**src/rtl/sarseq_pkg.sv**
```systemverilog
package sarseq_pkg;
   typedef enum logic [1:0] {
      PH_IDLE   = 2'd0,
      PH_SAMPLE = 2'd1,
      PH_CONV   = 2'd2
   } phase_e;

   typedef enum logic [1:0] {
      PWR_ACTIVE   = 2'b00,
      PWR_NAP      = 2'b01,
      PWR_SHUTDOWN = 2'b10
   } pwr_e;
endpackage

```
**src/rtl/pin_edge.sv**
```systemverilog
// Registers an active-low pin and reports one chosen edge for one cycle.
module pin_edge #(
   parameter bit RISE = 1'b0
) (
   input  logic clk,
   input  logic rst_n,
   input  logic pin,
   output logic evt
);
   logic prev;

   always_ff @(posedge clk or negedge rst_n) begin
      if (!rst_n) prev <= 1'b1;
      else        prev <= pin;
   end

   generate
      if (RISE) begin : g_rise
         assign evt = ~prev & pin;
      end else begin : g_fall
         assign evt = prev & ~pin;
      end
   endgenerate
endmodule

```
**src/rtl/phase_timer.sv**
```systemverilog
// Idle / sample / convert sequencing with one shared cycle counter.
module phase_timer
   import sarseq_pkg::*;
#(
   parameter int CONV_CYC = 16,
   parameter int SAMP_CYC = 2
) (
   input  logic   clk,
   input  logic   rst_n,
   input  logic   sw_mode,
   input  logic   pwr_down,
   input  logic   hw_fall,
   input  logic   sw_rise,
   input  logic   hw_level,
   output phase_e phase,
   output logic   done
);
   localparam int MAXC  = (CONV_CYC > SAMP_CYC) ? CONV_CYC : SAMP_CYC;
   localparam int CNT_W = (MAXC > 1) ? $clog2(MAXC) : 1;
   localparam logic [CNT_W-1:0] CONV_LAST = CNT_W'(CONV_CYC - 1);
   localparam logic [CNT_W-1:0] SAMP_LAST = CNT_W'(SAMP_CYC - 1);

   logic [CNT_W-1:0] cnt;
   logic             start_req;
   logic             samp_end;

   assign start_req = !pwr_down && (sw_mode ? sw_rise : hw_fall);
   assign samp_end  = sw_mode ? (cnt == SAMP_LAST) : hw_level;
   assign done      = (phase == PH_CONV) && (cnt == CONV_LAST);

   always_ff @(posedge clk or negedge rst_n) begin
      if (!rst_n) begin
         phase <= PH_IDLE;
         cnt   <= '0;
      end else begin
         case (phase)
            PH_IDLE: begin
               cnt <= '0;
               if (start_req) phase <= PH_SAMPLE;
            end
            PH_SAMPLE: begin
               if (samp_end) begin
                  phase <= PH_CONV;
                  cnt   <= '0;
               end else if (sw_mode) begin
                  cnt <= cnt + 1'b1;
               end
            end
            PH_CONV: begin
               if (done) begin
                  phase <= PH_IDLE;
                  cnt   <= '0;
               end else begin
                  cnt <= cnt + 1'b1;
               end
            end
            default: begin
               phase <= PH_IDLE;
               cnt   <= '0;
            end
         endcase
      end
   end
endmodule

```
**src/rtl/chan_sweep.sv**
```systemverilog
// Channel address: direct select or a wrapping sweep over a group.
module chan_sweep #(
   parameter int CH_W = 3
) (
   input  logic            clk,
   input  logic            rst_n,
   input  logic            sweep,
   input  logic [CH_W-1:0] sel,
   input  logic            done,
   output logic [CH_W-1:0] chan
);
   localparam int NUM_CH = 1 << CH_W;
   localparam int NGRP   = (NUM_CH / 2 > 0) ? NUM_CH / 2 : 1;

   logic [CH_W-1:0] idx;
   logic [CH_W-1:0] last;

   always_comb begin
      if (int'(sel) < NGRP) last = CH_W'(2 * int'(sel) + 1);
      else                  last = CH_W'(1);
   end

   always_ff @(posedge clk or negedge rst_n) begin
      if (!rst_n)      idx <= '0;
      else if (!sweep) idx <= '0;
      else if (done)   idx <= (idx >= last) ? '0 : idx + 1'b1;
   end

   assign chan = sweep ? idx : sel;
endmodule

```
**src/rtl/flag_gen.sv**
```systemverilog
// Status flag: converting level or sticky interrupt cleared by a read.
module flag_gen (
   input  logic clk,
   input  logic rst_n,
   input  logic eoc_mode,
   input  logic conv_act,
   input  logic done,
   input  logic rd_fall,
   output logic status_n
);
   logic irq_n;

   always_ff @(posedge clk or negedge rst_n) begin
      if (!rst_n)       irq_n <= 1'b1;
      else if (done)    irq_n <= 1'b0;
      else if (rd_fall) irq_n <= 1'b1;
   end

   assign status_n = eoc_mode ? ~conv_act : irq_n;
endmodule

```
**src/rtl/sar_seq_ctrl.sv**
```systemverilog
module sar_seq_ctrl
   import sarseq_pkg::*;
#(
   parameter int CH_W     = 3,
   parameter int RES_W    = 10,
   parameter int CONV_CYC = 16,
   parameter int SAMP_CYC = 2
) (
   input  logic             clk,
   input  logic             rst_n,
   input  logic             cfg_sw_start,
   input  logic             cfg_eoc_mode,
   input  logic             cfg_sweep,
   input  logic             cfg_pwr_down,
   input  logic [CH_W-1:0]  cfg_chan_sel,
   input  logic             start_n,
   input  logic             wr_n,
   input  logic             rd_n,
   input  logic [RES_W-1:0] cmp_result,
   output logic [CH_W-1:0]  chan_addr,
   output logic             sampling,
   output logic             converting,
   output logic             result_valid,
   output logic [RES_W-1:0] result,
   output logic             status_n,
   output logic [1:0]       pwr_mode
);
   generate
      if (CH_W < 1)     begin : g_bad_ch   $error("CH_W must be at least 1"); end
      if (RES_W < 1)    begin : g_bad_res  $error("RES_W must be at least 1"); end
      if (CONV_CYC < 2) begin : g_bad_conv $error("CONV_CYC must be at least 2"); end
      if (SAMP_CYC < 1) begin : g_bad_samp $error("SAMP_CYC must be at least 1"); end
   endgenerate

   logic   hw_fall, sw_rise, rd_fall, done;
   phase_e phase;

   pin_edge #(.RISE(1'b0)) u_start_edge (.clk(clk), .rst_n(rst_n), .pin(start_n), .evt(hw_fall));
   pin_edge #(.RISE(1'b1)) u_wr_edge    (.clk(clk), .rst_n(rst_n), .pin(wr_n),    .evt(sw_rise));
   pin_edge #(.RISE(1'b0)) u_rd_edge    (.clk(clk), .rst_n(rst_n), .pin(rd_n),    .evt(rd_fall));

   phase_timer #(.CONV_CYC(CONV_CYC), .SAMP_CYC(SAMP_CYC)) u_timer (
      .clk      (clk),
      .rst_n    (rst_n),
      .sw_mode  (cfg_sw_start),
      .pwr_down (cfg_pwr_down),
      .hw_fall  (hw_fall),
      .sw_rise  (sw_rise),
      .hw_level (start_n),
      .phase    (phase),
      .done     (done)
   );

   chan_sweep #(.CH_W(CH_W)) u_chan (
      .clk   (clk),
      .rst_n (rst_n),
      .sweep (cfg_sweep),
      .sel   (cfg_chan_sel),
      .done  (done),
      .chan  (chan_addr)
   );

   assign sampling   = (phase == PH_SAMPLE);
   assign converting = (phase == PH_CONV);

   flag_gen u_flag (
      .clk      (clk),
      .rst_n    (rst_n),
      .eoc_mode (cfg_eoc_mode),
      .conv_act (converting),
      .done     (done),
      .rd_fall  (rd_fall),
      .status_n (status_n)
   );

   always_ff @(posedge clk or negedge rst_n) begin
      if (!rst_n) begin
         result_valid <= 1'b0;
         result       <= '0;
      end else begin
         result_valid <= done;
         if (done) result <= cmp_result;
      end
   end

   always_comb begin
      if (phase != PH_IDLE)  pwr_mode = PWR_ACTIVE;
      else if (cfg_pwr_down) pwr_mode = PWR_SHUTDOWN;
      else                   pwr_mode = PWR_NAP;
   end
endmodule

```
**config.mk**
```make
export PLATFORM = sky130hd
export DESIGN_NAME = sar_seq_ctrl
export DESIGN_NICKNAME = d
export VERILOG_FILES = /design/src/rtl/sarseq_pkg.sv /design/src/rtl/pin_edge.sv /design/src/rtl/phase_timer.sv /design/src/rtl/chan_sweep.sv /design/src/rtl/flag_gen.sv /design/src/rtl/sar_seq_ctrl.sv
export SDC_FILE = /design/constraint.sdc
export NUM_CORES = 1
export LEC_CHECK = 0
export BUFFER_PORTS_ARGS = -buffer_cell sky130_fd_sc_hd__buf_2
export CAP_MARGIN = 20
export CORE_UTILIZATION = 30
export CTS_CLUSTER_DIAMETER = 60
export DETAILED_ROUTE_END_ITERATION = 7
export GPL_TIMING_DRIVEN = 0
export HOLD_SLACK_MARGIN = 0.05
export PLACE_DENSITY = 0.53
export SLEW_MARGIN = 15
export SYNTH_ARGS = -nofsm -noshare
export SYNTH_HDL_FRONTEND = slang
export SYNTH_SLANG_ARGS = --single-unit
```
**constraint.sdc**
```tcl
create_clock -name clk -period 1.95 [get_ports clk]
set_input_delay 0.4875 -clock clk [delete_from_list [all_inputs] [get_ports clk]]
set_output_delay 0.4875 -clock clk [all_outputs]
set_load 0.05 [all_outputs]
```
Yosys cells after proc, flatten, opt, wreduce, memory -nomap -nowiden
Cells that the tools add are included.
{"block": "word_totals", "register_bits": 24, "in_bits": 22}
{"block": "classes", "addsub": 3, "magnitude_cmp": 2, "n_eq_ne": 9, "muxes": 20, "n_bitwise": 7, "n_reduce_logical": 7}
{"op": "3-bit 2-to-1 mux", "count": 5}
{"op": "4-bit 2-to-1 mux", "count": 3}
{"op": "2-bit 2-to-1 mux", "count": 5}
{"op": "4-bit case mux with 2 select lines", "count": 1}
{"op": "3-bit by 1-bit adder with 3-bit output, second input constant", "count": 2}
{"op": "2-bit by 1-bit inequality test with 1-bit output, second input constant", "count": 3}
{"op": "2-bit case mux with 3 select lines", "count": 1}
{"op": "1-bit 2-to-1 mux", "count": 5}
{"op": "4-bit by 1-bit adder with 4-bit output, second input constant", "count": 1}
{"op": "4-bit by 1-bit equality test with 1-bit output, second input constant", "count": 1}
{"op": "4-bit equality test, second input constant", "count": 1}
{"op": "1-bit NOT", "count": 4}
{"op": "2-bit nonzero test", "count": 2}
{"op": "1-bit AND", "count": 3}
{"op": "3-bit >= comparator", "count": 1}
{"op": "3-bit less-than comparator, second input constant", "count": 1}
{"op": "3-bit by 2-bit inequality test with 1-bit output, second input constant", "count": 1}
{"op": "3-bit AND reduction", "count": 1}
{"op": "2-bit by 1-bit equality test with 1-bit output, second input constant", "count": 1}
{"op": "2-bit equality test, second input constant", "count": 1}
{"op": "1-bit logical AND", "count": 2}
{"op": "2-bit zero test", "count": 1}
{"op": "2-bit inequality test, second input constant", "count": 1}
{"op": "1-bit zero test", "count": 1}

Logic depth before layout (Yosys ltp)
Gate-level depths: netlist (run 1).
{"block": "depth", "word_depth": 6, "depth_mapped": 7}

By module
A second synthesis (run 1) with hierarchy kept.
{"block": "hier_totals", "hier_cells": 106, "area_unflattened_um2": 1316.3}
{"mod": "sar_seq_ctrl", "instances": 1, "cells_each": 26, "area_each_um2": 461.7, "seq_area_each_um2": 275.3}
{"mod": "phase_timer", "instances": 1, "cells_each": 44, "area_each_um2": 430.4, "seq_area_each_um2": 150.1}
{"mod": "chan_sweep", "instances": 1, "cells_each": 25, "area_each_um2": 256.5, "seq_area_each_um2": 75.1}
{"mod": "pin_edge", "instances": 3, "cells_each": 2, "area_each_um2": 40.0, "seq_area_each_um2": 26.3}
{"mod": "flag_gen", "instances": 1, "cells_each": 5, "area_each_um2": 47.5, "seq_area_each_um2": 26.3}

Least setup slack after synthesis (run 1)
Ideal clock, no wire load.
{"block": "synth_path", "path_type": "register to output", "startpoint": "register u_timer.phase[0]", "endpoint": "output port status_n", "arrival_time_ns": 1.760, "setup_slack_ns": -0.297, "stages_incl_launch_ff": 4, "n_path_buf": 0, "cell_sequence": "dfrtp_1 > inv_1 > ha_1 > mux2i_1"}
{"block": "synth_between", "elab_chain_cells": 3}
{"item": "from (decl)", "line_no": "phase_timer.sv:15", "text": "output phase_e phase,"}
{"item": "from (signal assigned)", "line_no": "phase_timer.sv:33", "text": "phase <= PH_IDLE;"}
{"item": "from (signal assigned)", "line_no": "phase_timer.sv:39", "text": "if (start_req) phase <= PH_SAMPLE;"}
{"item": "from (signal assigned)", "line_no": "phase_timer.sv:43", "text": "phase <= PH_CONV;"}
{"item": "2-bit equality test", "line_no": "sar_seq_ctrl.sv:64", "text": "assign converting = (phase == PH_CONV);"}
{"item": "via converting", "line_no": "sar_seq_ctrl.sv:22", "text": "output logic converting,"}
{"item": "1-bit NOT", "line_no": "flag_gen.sv:19", "text": "assign status_n = eoc_mode ? ~conv_act : irq_n;"}
{"item": "1-bit 2-to-1 mux", "line_no": "flag_gen.sv:19"}
{"item": "to (decl)", "line_no": "sar_seq_ctrl.sv:25", "text": "output logic status_n,"}
The timed path passes the listed nets, and every way through them passes these cells.

Worst setup path in the final report (run 1)
{"block": "layout_path", "startpoint": "register u_timer.phase[1]", "endpoint": "output port sampling"}
{"block": "layout_between", "elab_chain_cells": 1}
{"item": "2-bit by 1-bit equality test with 1-bit output", "line_no": "sar_seq_ctrl.sv:63", "text": "assign sampling = (phase == PH_SAMPLE);"}
{"item": "to (decl)", "line_no": "sar_seq_ctrl.sv:21", "text": "output logic sampling,"}
Every way passes these cells.

==> flow_summary_export.csv, run 1 <==
group,metric,value,unit
run_status,outcome,"completed",
route,vias,1056,
place,gp_congestion,0.7299,
layout,drive_gt1_frac,0.3491,
global_route,globalRouteOverflowTotal,0,
sta,skew,4.892,ps
worst_setup_path,worstPathArrival,1370,ps
global_route,antenna_found_initial,0,
synthesis,syn_area,1267,um^2
place,port_buffers,40,
synthesis,postSynthAreaPerCell,10.14,um^2
synthesis,ys_ff_latch,24,
worst_setup_path,r2r_end,"result[1]",
place,hpwl,2.146,mm
global_route,met1_usage,0.1530,
global_route,grt-busiest-layer,"met2",
global_route,grt_use_met3,0.05308,
worst_setup_path,reg2reg_slack,240,ps
route,viasPerCell,4.822,
sta,fin_crit_sh,0.9545,
synthesis,synth.yosys.seq_area_share,0.4778,
power,power.total,1.612,mW
route,drtIter0Drc,41,
global_route,grt_max_degree,25,
sta,tightest_slew,540.7,ps
power,ir_drop,367.3,uV
synthesis,synthesis.nets,156,
sta,rsz0062_at_grt,"false",
clock_network,cts_setup_buffers,0,
synthesis,syn_inst,125,
synthesis,synth_cell_types,34,
sta,setup_viol,0,
layout,area_growth,27.64,%
clock_network,cts_hold_buf,0,
layout,num-nets-final,201,
sta,final-hold-violation-count,0,
route,ant_nets,0,
route,drc_errors,0,
global_route,met2_usage,0.2450,
global_route,grtUsageTotal,0.1371,
route,drtPass1Iterations,4,
synthesis,async_reset_ff_frac,1.000,
worst_setup_path,rr_startpoint,"u_timer.phase[0]",
die,die_y,67,um
die,pin_count,41,
worst_setup_path,worstPathMaxFanout,6,
worst_setup_path,cp-start-kind,"register",
layout,n_antenna_cell,0,
worst_setup_path,critPathCaptureType,"output pin",
job,maxCapViolCount,0,
global_route,grt_pass1_vias,1074,
clock_network,cts_tree,"yes",
clock_network,cts_root_buf,"clkbuf_8",
die,core_area,4029,um^2
global_route,grt_pass1_wl,4.623,mm
worst_setup_path,crit_start,"u_timer.phase[1]",
worst_setup_path,crit_end,"sampling",
hold_path,min_path_type,"in -> async",
clock_network,h-tree-depth,1,
clock_network,clock-sinks,24,
die,num_rows,23,
sta,fin_setup_tns,0,ps
worst_setup_path,rr_worst_depth,7,
power,p_per_area,996.2,nW/um^2
sta,fin_ws,88.72,ps
synthesis,synth_edf_count,0,
sta,max_clock_freq,537.3,MHz
sta,finalCriticalPeriod,1861,ps
clock_network,insertion_delay,270,ps
synthesis,ys.flop_type,"dfrtp_1",
synthesis,synth_warnings,0,
clock_network,cts_buffers,3,
clock_network,cts_buffer_depth,2,
place,pre_cts_ws,129.7,ps
layout,final_common_cell,"buf_2",
die,die_area,4489,um^2
sta,hold_ws,189.5,ps
sta,finalMaxSlewViolations,0,
layout,final_cell_mix,"37 x buf_2, 33 x nand2_1, 20 x dfrtp_1",
die,die_w,67,um
die,initial_utilization,0.3146,
clock_network,clk_pin_slew,90,ps
route,wl,2.794,mm
worst_setup_path,criticalPathCategory,"reg -> out",
route,avgRoutedWirePerCell,12.76,um
worst_setup_path,critPathRequiredTime,1460,ps
power,power_leakage,0.7982,nW
sta,slew_headroom,0.6395,
final cells by class:
type	instances	area [um^2]
clock inverters	1	30.03
well taps	50	62.56
plain buffers	2	8.758
inverters	9	33.78
clock buffers	3	41.29
fillers	410	2411
multi-input cells	90	625.6
flip-flops and latches	24	605.6
repair buffers	40	210.2
flip-flops by register name, indices dropped and copies added (netlist names):
signal / cells
result_valid: 1
u_rd_edge.prev: 1
u_wr_edge.prev: 1
u_start_edge.prev: 1
u_chan.idx: 3
result: 10
u_flag.irq_n: 1
u_timer.cnt: 4
u_timer.phase: 2
routing by layer:
metal	vias to the layer above	share of wire
li1	513	-
met1	508	0.43
met2	33	0.50
met3	2	0.065
met4	0	0.0054
met5	-	0
metrics by stage:
step / area (um^2) / utilization / std cells
floorplan: 1271 / - / 125
global placement: 1534 / 0.3807 / 215
detailed placement: 1534 / 0.3807 / 215
CTS: 1613 / 0.4003 / 219
global route: 1618 / 0.4016 / 219
finish: 1618 / 0.4016 / 219
cell usage after synthesis (2+ instances only):
cell type,n,area (um^2)
nand2b_1,4,25.02
dfstp_2,4,105.1
dfrtp_1,20,500.5
nand2_1,33,123.9
nand3b_1,3,22.52
mux2_1,2,22.52
ha_1,9,112.6
nor2b_1,2,12.51
a21oi_1,2,10.01
mux2_2,2,22.52
inv_1,8,30.03
mux2i_1,3,30.03
nand3_1,8,40.04
o21ai_0,4,20.02
a21o_1,2,15.01
critical path: stages (launching register included):
cell      delay, ps
dfrtp_1         410
inv_1           110
ha_1            300
clkbuf_4        290
timing repair:
action	CTS	global route
resized for setup	3	2
pin swaps	0	0
setup endpoints to repair	2	2
where the power goes:
group          total [mW]  switching, mW  internal (mW)
sequential          0.559         0.0271          0.532
combinational       0.613          0.382          0.231
clock               0.439          0.165          0.274
total                1.61          0.574           1.04
how the worst min path moves through the flow:
stage | cells past startpoint | to
after floorplan | 0 | result[0]
final | 1 | u_timer.cnt[1]
after global placement | 2 | result[5]
after detailed placement | 2 | result[1]
after global routing | 1 | u_timer.cnt[1]
after CTS | 1 | u_timer.cnt[1]
cell families (layout without fill, tap and decap cells):
logic type | count (synthesis) | count (layout) | synth area share
DFF | 24 | 24 | 0.4778
and+or+nand+nor | 58 | 58 | 0.2448
muxes | 7 | 7 | 0.05923
buffers and inverters | 11 | 55 | 0.03356
adders and majority gates | 9 | 9 | 0.08885
AOI/OAI and AO/OA | 16 | 16 | 0.09577
(Power assumes the default switching activity.)
==> run 2: changes to the inputs <==
--- a/config.mk
+++ b/config.mk
@@ -6,11 +6,10 @@
 export NUM_CORES = 1
 export LEC_CHECK = 0
 export BUFFER_PORTS_ARGS = -buffer_cell sky130_fd_sc_hd__buf_2
-export CAP_MARGIN = 20
+export CAP_MARGIN = 5
 export CORE_UTILIZATION = 30
 export CTS_CLUSTER_DIAMETER = 60
 export DETAILED_ROUTE_END_ITERATION = 7
-export GPL_TIMING_DRIVEN = 0
 export HOLD_SLACK_MARGIN = 0.05
 export PLACE_DENSITY = 0.53
 export SLEW_MARGIN = 15
==> run 2 against run 1 <==
Sequential share of layout area increased by 0.65 points. Global-route usage decreased by 0.44 points. Cell count decreased by 0.46%. Clock power decreased by 33%. Sequential power about the same. Fmax increased by 1.3%. Critical path depth unchanged. Worst setup slack improved by 23 ps. Clock skew increased by 2.9 ps. Critical path type unchanged.
==> flow_summary_export.csv, run 2 (synthesis results as in run 1) <==
group,metric,value,unit
route,viasPerCell,4.784,
die,die_w,67,um
die,initial_utilization,0.3146,
global_route,globalRouteOverflowTotal,0,
layout,n_antenna_cell,0,
route,wl,2.698,mm
die,pin_count,41,
route,vias,1043,
layout,final_cell_mix,"36 x buf_2, 33 x nand2_1, 20 x dfrtp_1",
global_route,antenna_found_initial,0,
job,maxCapViolCount,0,
place,hpwl,2.014,mm
layout,drive_gt1_frac,0.3452,
route,drtIter0Drc,45,
sta,finalMaxSlewViolations,0,
sta,final-hold-violation-count,0,
route,avgRoutedWirePerCell,12.38,um
run_status,outcome,"completed",
sta,tightest_slew,549.4,ps
sta,hold_ws,200.4,ps
layout,final_common_cell,"buf_2",
clock_network,h-tree-depth,1,
global_route,grt_max_degree,25,
clock_network,clk_pin_slew,80,ps
clock_network,insertion_delay,270,ps
route,drtPass1Iterations,4,
die,die_y,67,um
worst_setup_path,criticalPathCategory,"reg -> out",
worst_setup_path,reg2reg_slack,320,ps
clock_network,cts_root_buf,"clkbuf_8",
power,ir_drop,303.8,uV
worst_setup_path,path_cells,"inv_1 > ha_1 > buf_2",
worst_setup_path,worstPathArrival,1350,ps
clock_network,cts_setup_buffers,0,
power,power_leakage,0.7824,nW
global_route,grt_pass1_vias,1017,
layout,largest_reg_flops,10,
worst_setup_path,slowest_delay,400,ps
worst_setup_path,critPathRequiredTime,1460,ps
layout,reg.largest.list,"result (10), u_timer.cnt (4), u_chan.idx (3)",
layout,num-nets-final,200,
sta,fin_setup_tns,0,ps
worst_setup_path,worstPathMaxFanout,6,
layout,fillers,420,
sta,rsz0062_at_grt,"false",
route,drc_errors,0,
worst_setup_path,cp-start-kind,"register",
die,die_area,4489,um^2
place,port_buffers,40,
hold_path,min_path_type,"in -> async",
route,ant_nets,0,
layout,area_growth,25.47,%
global_route,grt_pass1_wl,4.464,mm
global_route,grtUsageTotal,0.1326,
sta,max_clock_freq,544.1,MHz
worst_setup_path,slowest_stage,"dfrtp_1",
die,core_area,4029,um^2
clock_network,clock-sinks,24,
sta,skew,7.813,ps
sta,slew_headroom,0.6337,
place,gp_congestion,0.7902,
power,p_per_area,915.4,nW/um^2
die,num_rows,23,
clock_network,cts_buffers,3,
worst_setup_path,critPathCaptureType,"output pin",
sta,fin_crit_sh,0.9426,
sta,finalCriticalPeriod,1838,ps
clock_network,cts_tree,"yes",
sta,setup_viol,0,
clock_network,cts_buffer_depth,2,
layout,top_register,"result",
-- run 2: cell types whose count changed in the layout (fill, tap and decap cells not counted), sizes merged --
cell / before / now
bufinv: 1 / 0
-- run 2: report_power, final --
group,leakage (nW),switching (mW),internal [mW]
clock,0.0228,0.150,0.146
combinational,0.494,0.376,0.228
sequential,0.266,0.0243,0.532
total,0.782,0.550,0.906
-- run 2: worst paths after layout --
kind                       depth (start not counted)        endpoint              from
setup / recovery                                   3        sampling  u_timer.phase[1]
hold / removal                                     1  u_timer.cnt[3]             rst_n
max in group asynchronous                          1    u_flag.irq_n             rst_n
hold reg to reg                                    2       result[5]         result[5]
setup reg to reg                                   6   u_chan.idx[0]  u_timer.phase[0]
min in group clk                                   1  u_rd_edge.prev              rd_n
-- run 2: metrics by stage --
step | cell area (um^2) | instances | setup slack [ps] | power (mW) | util
2_1_floorplan | 1271 | 125 | -48.35 | 1.015 | -
3_3_place_gp | 1533 | 214 | 231.2 | 1.144 | 0.3804
3_5_place_dp | 1533 | 214 | 164.0 | 1.157 | 0.3804
4_1_cts | 1580 | 218 | 9.775 | 1.466 | 0.3922
5_1_grt | 1590 | 218 | 1.690 | 1.554 | 0.3947
6_report | 1590 | 218 | 111.9 | 1.456 | 0.3947
-- run 2: area by class of cell --
| type | count | area, um^2 | area share |
|---|---|---|---|
| Inverter | 9 | 33.78 | 0.02124 |
| Clock buffer | 4 | 45.04 | 0.02832 |
| Timing Repair Buffer | 41 | 217.7 | 0.1369 |
| Multi-Input combinational cell | 90 | 625.6 | 0.3934 |
| Sequential cell | 24 | 605.6 | 0.3808 |
| Tap cell | 50 | 62.56 | 0.03934 |
-- run 2: timing repair --
action                     CTS  global route
setup endpoints to repair    1             3
resized for setup            1             5
hold buffers                 0             0
pin swaps                    0             0
-- run 2: critical path: cells and delay by family, from the launching register on --
| family | cells | cell delay [ps] |
|---|---|---|
| buf+inv | 2 | 410 |
| fa+ha+maj | 1 | 280 |
| flops | 1 | 400 |
-- run 2: per-layer routing --
metal  GRT usage  wire (um)
met1      0.1526       1206
met4     0.03989         14
met5           0          0
met2      0.2338       1308
met3     0.03767        168
==> run 3: changes to the inputs <==
--- a/config.mk
+++ b/config.mk
@@ -5,13 +5,14 @@
 export SDC_FILE = /design/constraint.sdc
 export NUM_CORES = 1
 export LEC_CHECK = 0
+export ABC_AREA = 1
 export BUFFER_PORTS_ARGS = -buffer_cell sky130_fd_sc_hd__buf_2
 export CAP_MARGIN = 5
-export CORE_UTILIZATION = 30
+export CORE_UTILIZATION = 49
 export CTS_CLUSTER_DIAMETER = 60
 export DETAILED_ROUTE_END_ITERATION = 7
 export HOLD_SLACK_MARGIN = 0.05
-export PLACE_DENSITY = 0.53
+export PLACE_DENSITY = 0.79
 export SLEW_MARGIN = 15
 export SYNTH_ARGS = -nofsm -noshare
 export SYNTH_HDL_FRONTEND = slang
==> run 3 against run 2 <==
The run now ends with DRC left. Utilization grew 25 points. Sequential share of layout area grew 0.45 points. Fmax shrank 1.3%. Critical endpoint is now pwr_mode[0].
==> flow_summary_export.csv, run 3 <==
group,metric,value,unit
sta,max_clock_freq,537.1,MHz
layout,num-nets-final,233,
sta,fin_ws,88.01,ps
sta,skew,3.570,ps
synthesis,synth_common_cells,"62 x nand2_1, 20 x dfrtp_1, 20 x inv_1",
worst_setup_path,reg2reg_slack,480,ps
synthesis,synth.yosys.seq_area_share,0.4792,
clock_network,clock-sinks,24,
clock_network,cts_buffers,3,
synthesis,yosys-top-cells-area,"dfrtp_1 40%, nand2_1 18%, ha_1 8.9%",
layout,final_cell_mix,"62 x nand2_1, 36 x buf_2, 20 x dfrtp_1, 18 x inv_1, 10 x nand3_1",
sta,fin_crit_sh,0.9549,
synthesis,synth_most_common_cell,"nand2_1",
die,initial_utilization,0.5148,
worst_setup_path,r2r_end,"u_chan.idx[1]",
power,p_clk_frac,0.245,
route,drtIter0Drc,20,
power,pwr-share-comb,0.383,
power,p_int,0.9261,mW
run_status,outcome,"complete, but fails checks",
clock_network,clk_pin_slew,140,ps
die,die_w,52.79,um
route,ant_nets,0,
sta,finalMaxSlewViolations,0,
sta,hold_ws,122.8,ps
worst_setup_path,criticalPathCategory,"reg -> out",
power,swShare,0.3884,
power,p_seq_frac,0.371,
synthesis,synth_edf_count,0,
worst_setup_path,critPathRequiredTime,1460,ps
clock_network,cts_setup_buffers,0,
worst_setup_path,worstPathArrival,1370,ps
place,port_buffers,40,
place,hpwl,1.933,mm
clock_network,cts_hold_buf,0,
route,viasPerCell,4.844,
synthesis,synth_top_area_frac,0.3960,
place,gp_congestion,0.7250,
synthesis,synth_cell_types,20,
power,p_per_area,963.5,nW/um^2
clock_network,cts_buffer_depth,2,
job,maxCapViolCount,0,
layout,top_register,"result",
hold_path,min_path_type,"in -> async",
layout,stdcell_area,1572,um^2
synthesis,synthesis.nets,190,
place,post_dp_cell_area,1494,um^2
clock_network,cts_root_buf,"clkbuf_4",
worst_setup_path,rr_worst_depth,7,
synthesis,synth_warnings,0,
power,p_switching,0.5881,mW
global_route,antenna_found_initial,0,
clock_network,h-tree-depth,1,
power,ir_drop,642.7,uV
clock_network,cts_tree,"yes",
global_route,grtUsageTotal,0.2052,
sta,final-hold-violation-count,0,
sta,rsz0062_at_grt,"false",
layout,area_growth,24.36,%
worst_setup_path,worstPathMaxFanout,3,
die,die_area,2786,um^2
synthesis,synth_area_leader_cell,"dfrtp_1",
route,drtPass1Iterations,6,
layout,final_common_cell,"nand2_1",
global_route,grt_pass1_vias,997,
global_route,globalRouteOverflowTotal,0,
sta,tightest_slew,537.1,ps
synthesis,syn_inst,159,
synthesis,async_reset_ff_frac,1.000,
layout,reg.largest.list,"result (10), u_timer.cnt (4), u_chan.idx (3)",
route,wl,2.546,mm
layout,largest_reg_flops,10,
worst_setup_path,rr_startpoint,"u_timer.phase[0]",
sta,slew_headroom,0.6419,
die,core_area,2455,um^2
die,pin_count,41,
route,vias,1119,
run_status,violations,"DRC",
route,avgRoutedWirePerCell,11.02,um
global_route,grt_pass1_wl,4.167,mm
place,pre_cts_ws,302.4,ps
clock_network,insertion_delay,320,ps
synthesis,syn_area,1264,um^2
layout,drive_gt1_frac,0.2985,
synthesis,ys.flop_type,"dfrtp_1",
die,num_rows,18,
synthesis,postSynthAreaPerCell,7.948,um^2
route,drc_errors,2,
die,die_y,52.79,um
global_route,grt_max_degree,25,
layout,n_antenna_cell,0,
sta,finalCriticalPeriod,1862,ps
synthesis,ys_ff_latch,24,
worst_setup_path,cp-start-kind,"register",
worst_setup_path,critPathCaptureType,"output pin",
sta,setup_viol,0,
power,power_leakage,0.8388,nW
run 3: cell count changes in the layout (fill, tap and decap cells not counted), sizes merged, moves of 3 or more:
cell	change
mux2i	-3
nand3	+3
nand2	+29
clkbuf	-3
nand2b	-5
inv	+12
nor2	+12
a21oi	+3
mux2	-4
run 3: how the worst max path moves through the flow:
| stage | start | end | slack [ps] | cells past startpoint |
|---|---|---|---|---|
| final | u_timer.phase[0] | pwr_mode[0] | 90 | 5 |
| after CTS | u_timer.phase[0] | status_n | 6 | 4 |
| after detailed placement | u_timer.phase[0] | status_n | 300 | 4 |
| after global routing | u_timer.phase[0] | pwr_mode[0] | 3 | 5 |
| after floorplan | cfg_sweep | chan_addr[1] | -90 | 3 |
| after global placement | cfg_sweep | chan_addr[1] | 340 | 5 |
run 3: layout make-up:
class | count | area [um^2]
Clock buffer | 3 | 22.52
Clock inverter | 1 | 30.03
Fill cell | 226 | 883.3
Inverter | 21 | 78.83
Multi-Input combinational cell | 111 | 571.8
Sequential cell | 24 | 605.6
Tap cell | 30 | 37.54
Timing Repair Buffer | 41 | 225.2
run 3: logic make-up (layout without fill, tap and decap cells):
group	Yosys count	after routing	share of synthesized area
AOI/OAI and AO/OA	13	13	0.05346
buffers and inverters	24	66	0.08019
DFF	24	24	0.4792
and+or+nand+nor	88	88	0.2911
xor gates and xnor gates	1	1	0.006932
adders and majority gates	9	9	0.08911
run 3: metrics by stage:
step | cells | util | power, mW | TNS [ps]
after global routing | 231 | 0.6402 | 1.621 | 0
after global placement | 227 | 0.6086 | 1.075 | 0
after CTS | 231 | 0.6356 | 1.498 | 0
after floorplan | 159 | - | 0.9700 | -91.67
final | 231 | 0.6402 | 1.514 | 0
after detailed placement | 227 | 0.6086 | 1.112 | 0
run 3: per-layer routing:
metal  wire length (um)  vias to the layer above  GRT usage  share of wire
met5                  0                        -          0              0
met4                 10                        0    0.06579         0.0039
met3                 79                        2    0.02609          0.031
met2               1325                       27     0.3608           0.52
met1               1130                      513     0.2568           0.44
li1                   -                      577          -              -
run 3: worst max-delay path, stage by stage, from the launching register on:
cell	delay [ps]
dfrtp_1	440
inv_2	100
ha_2	200
inv_1	60
nor2_2	90
buf_6	160
run 3: what timing repair did:
action	in CTS	in global routing
setup endpoints to repair	4	4
endpoints found under the hold margin	0	0
gates resized for setup	5	6
run 3: power groups by stage:
stage	Combinational, mW	Clock (mW)	Sequential, mW
2_1_floorplan	0.409	0	0.561
3_3_place_gp	0.510	0	0.565
3_5_place_dp	0.543	0	0.569
4_1_cts	0.565	0.374	0.560
5_1_grt	0.658	0.394	0.568
6_report	0.580	0.371	0.563
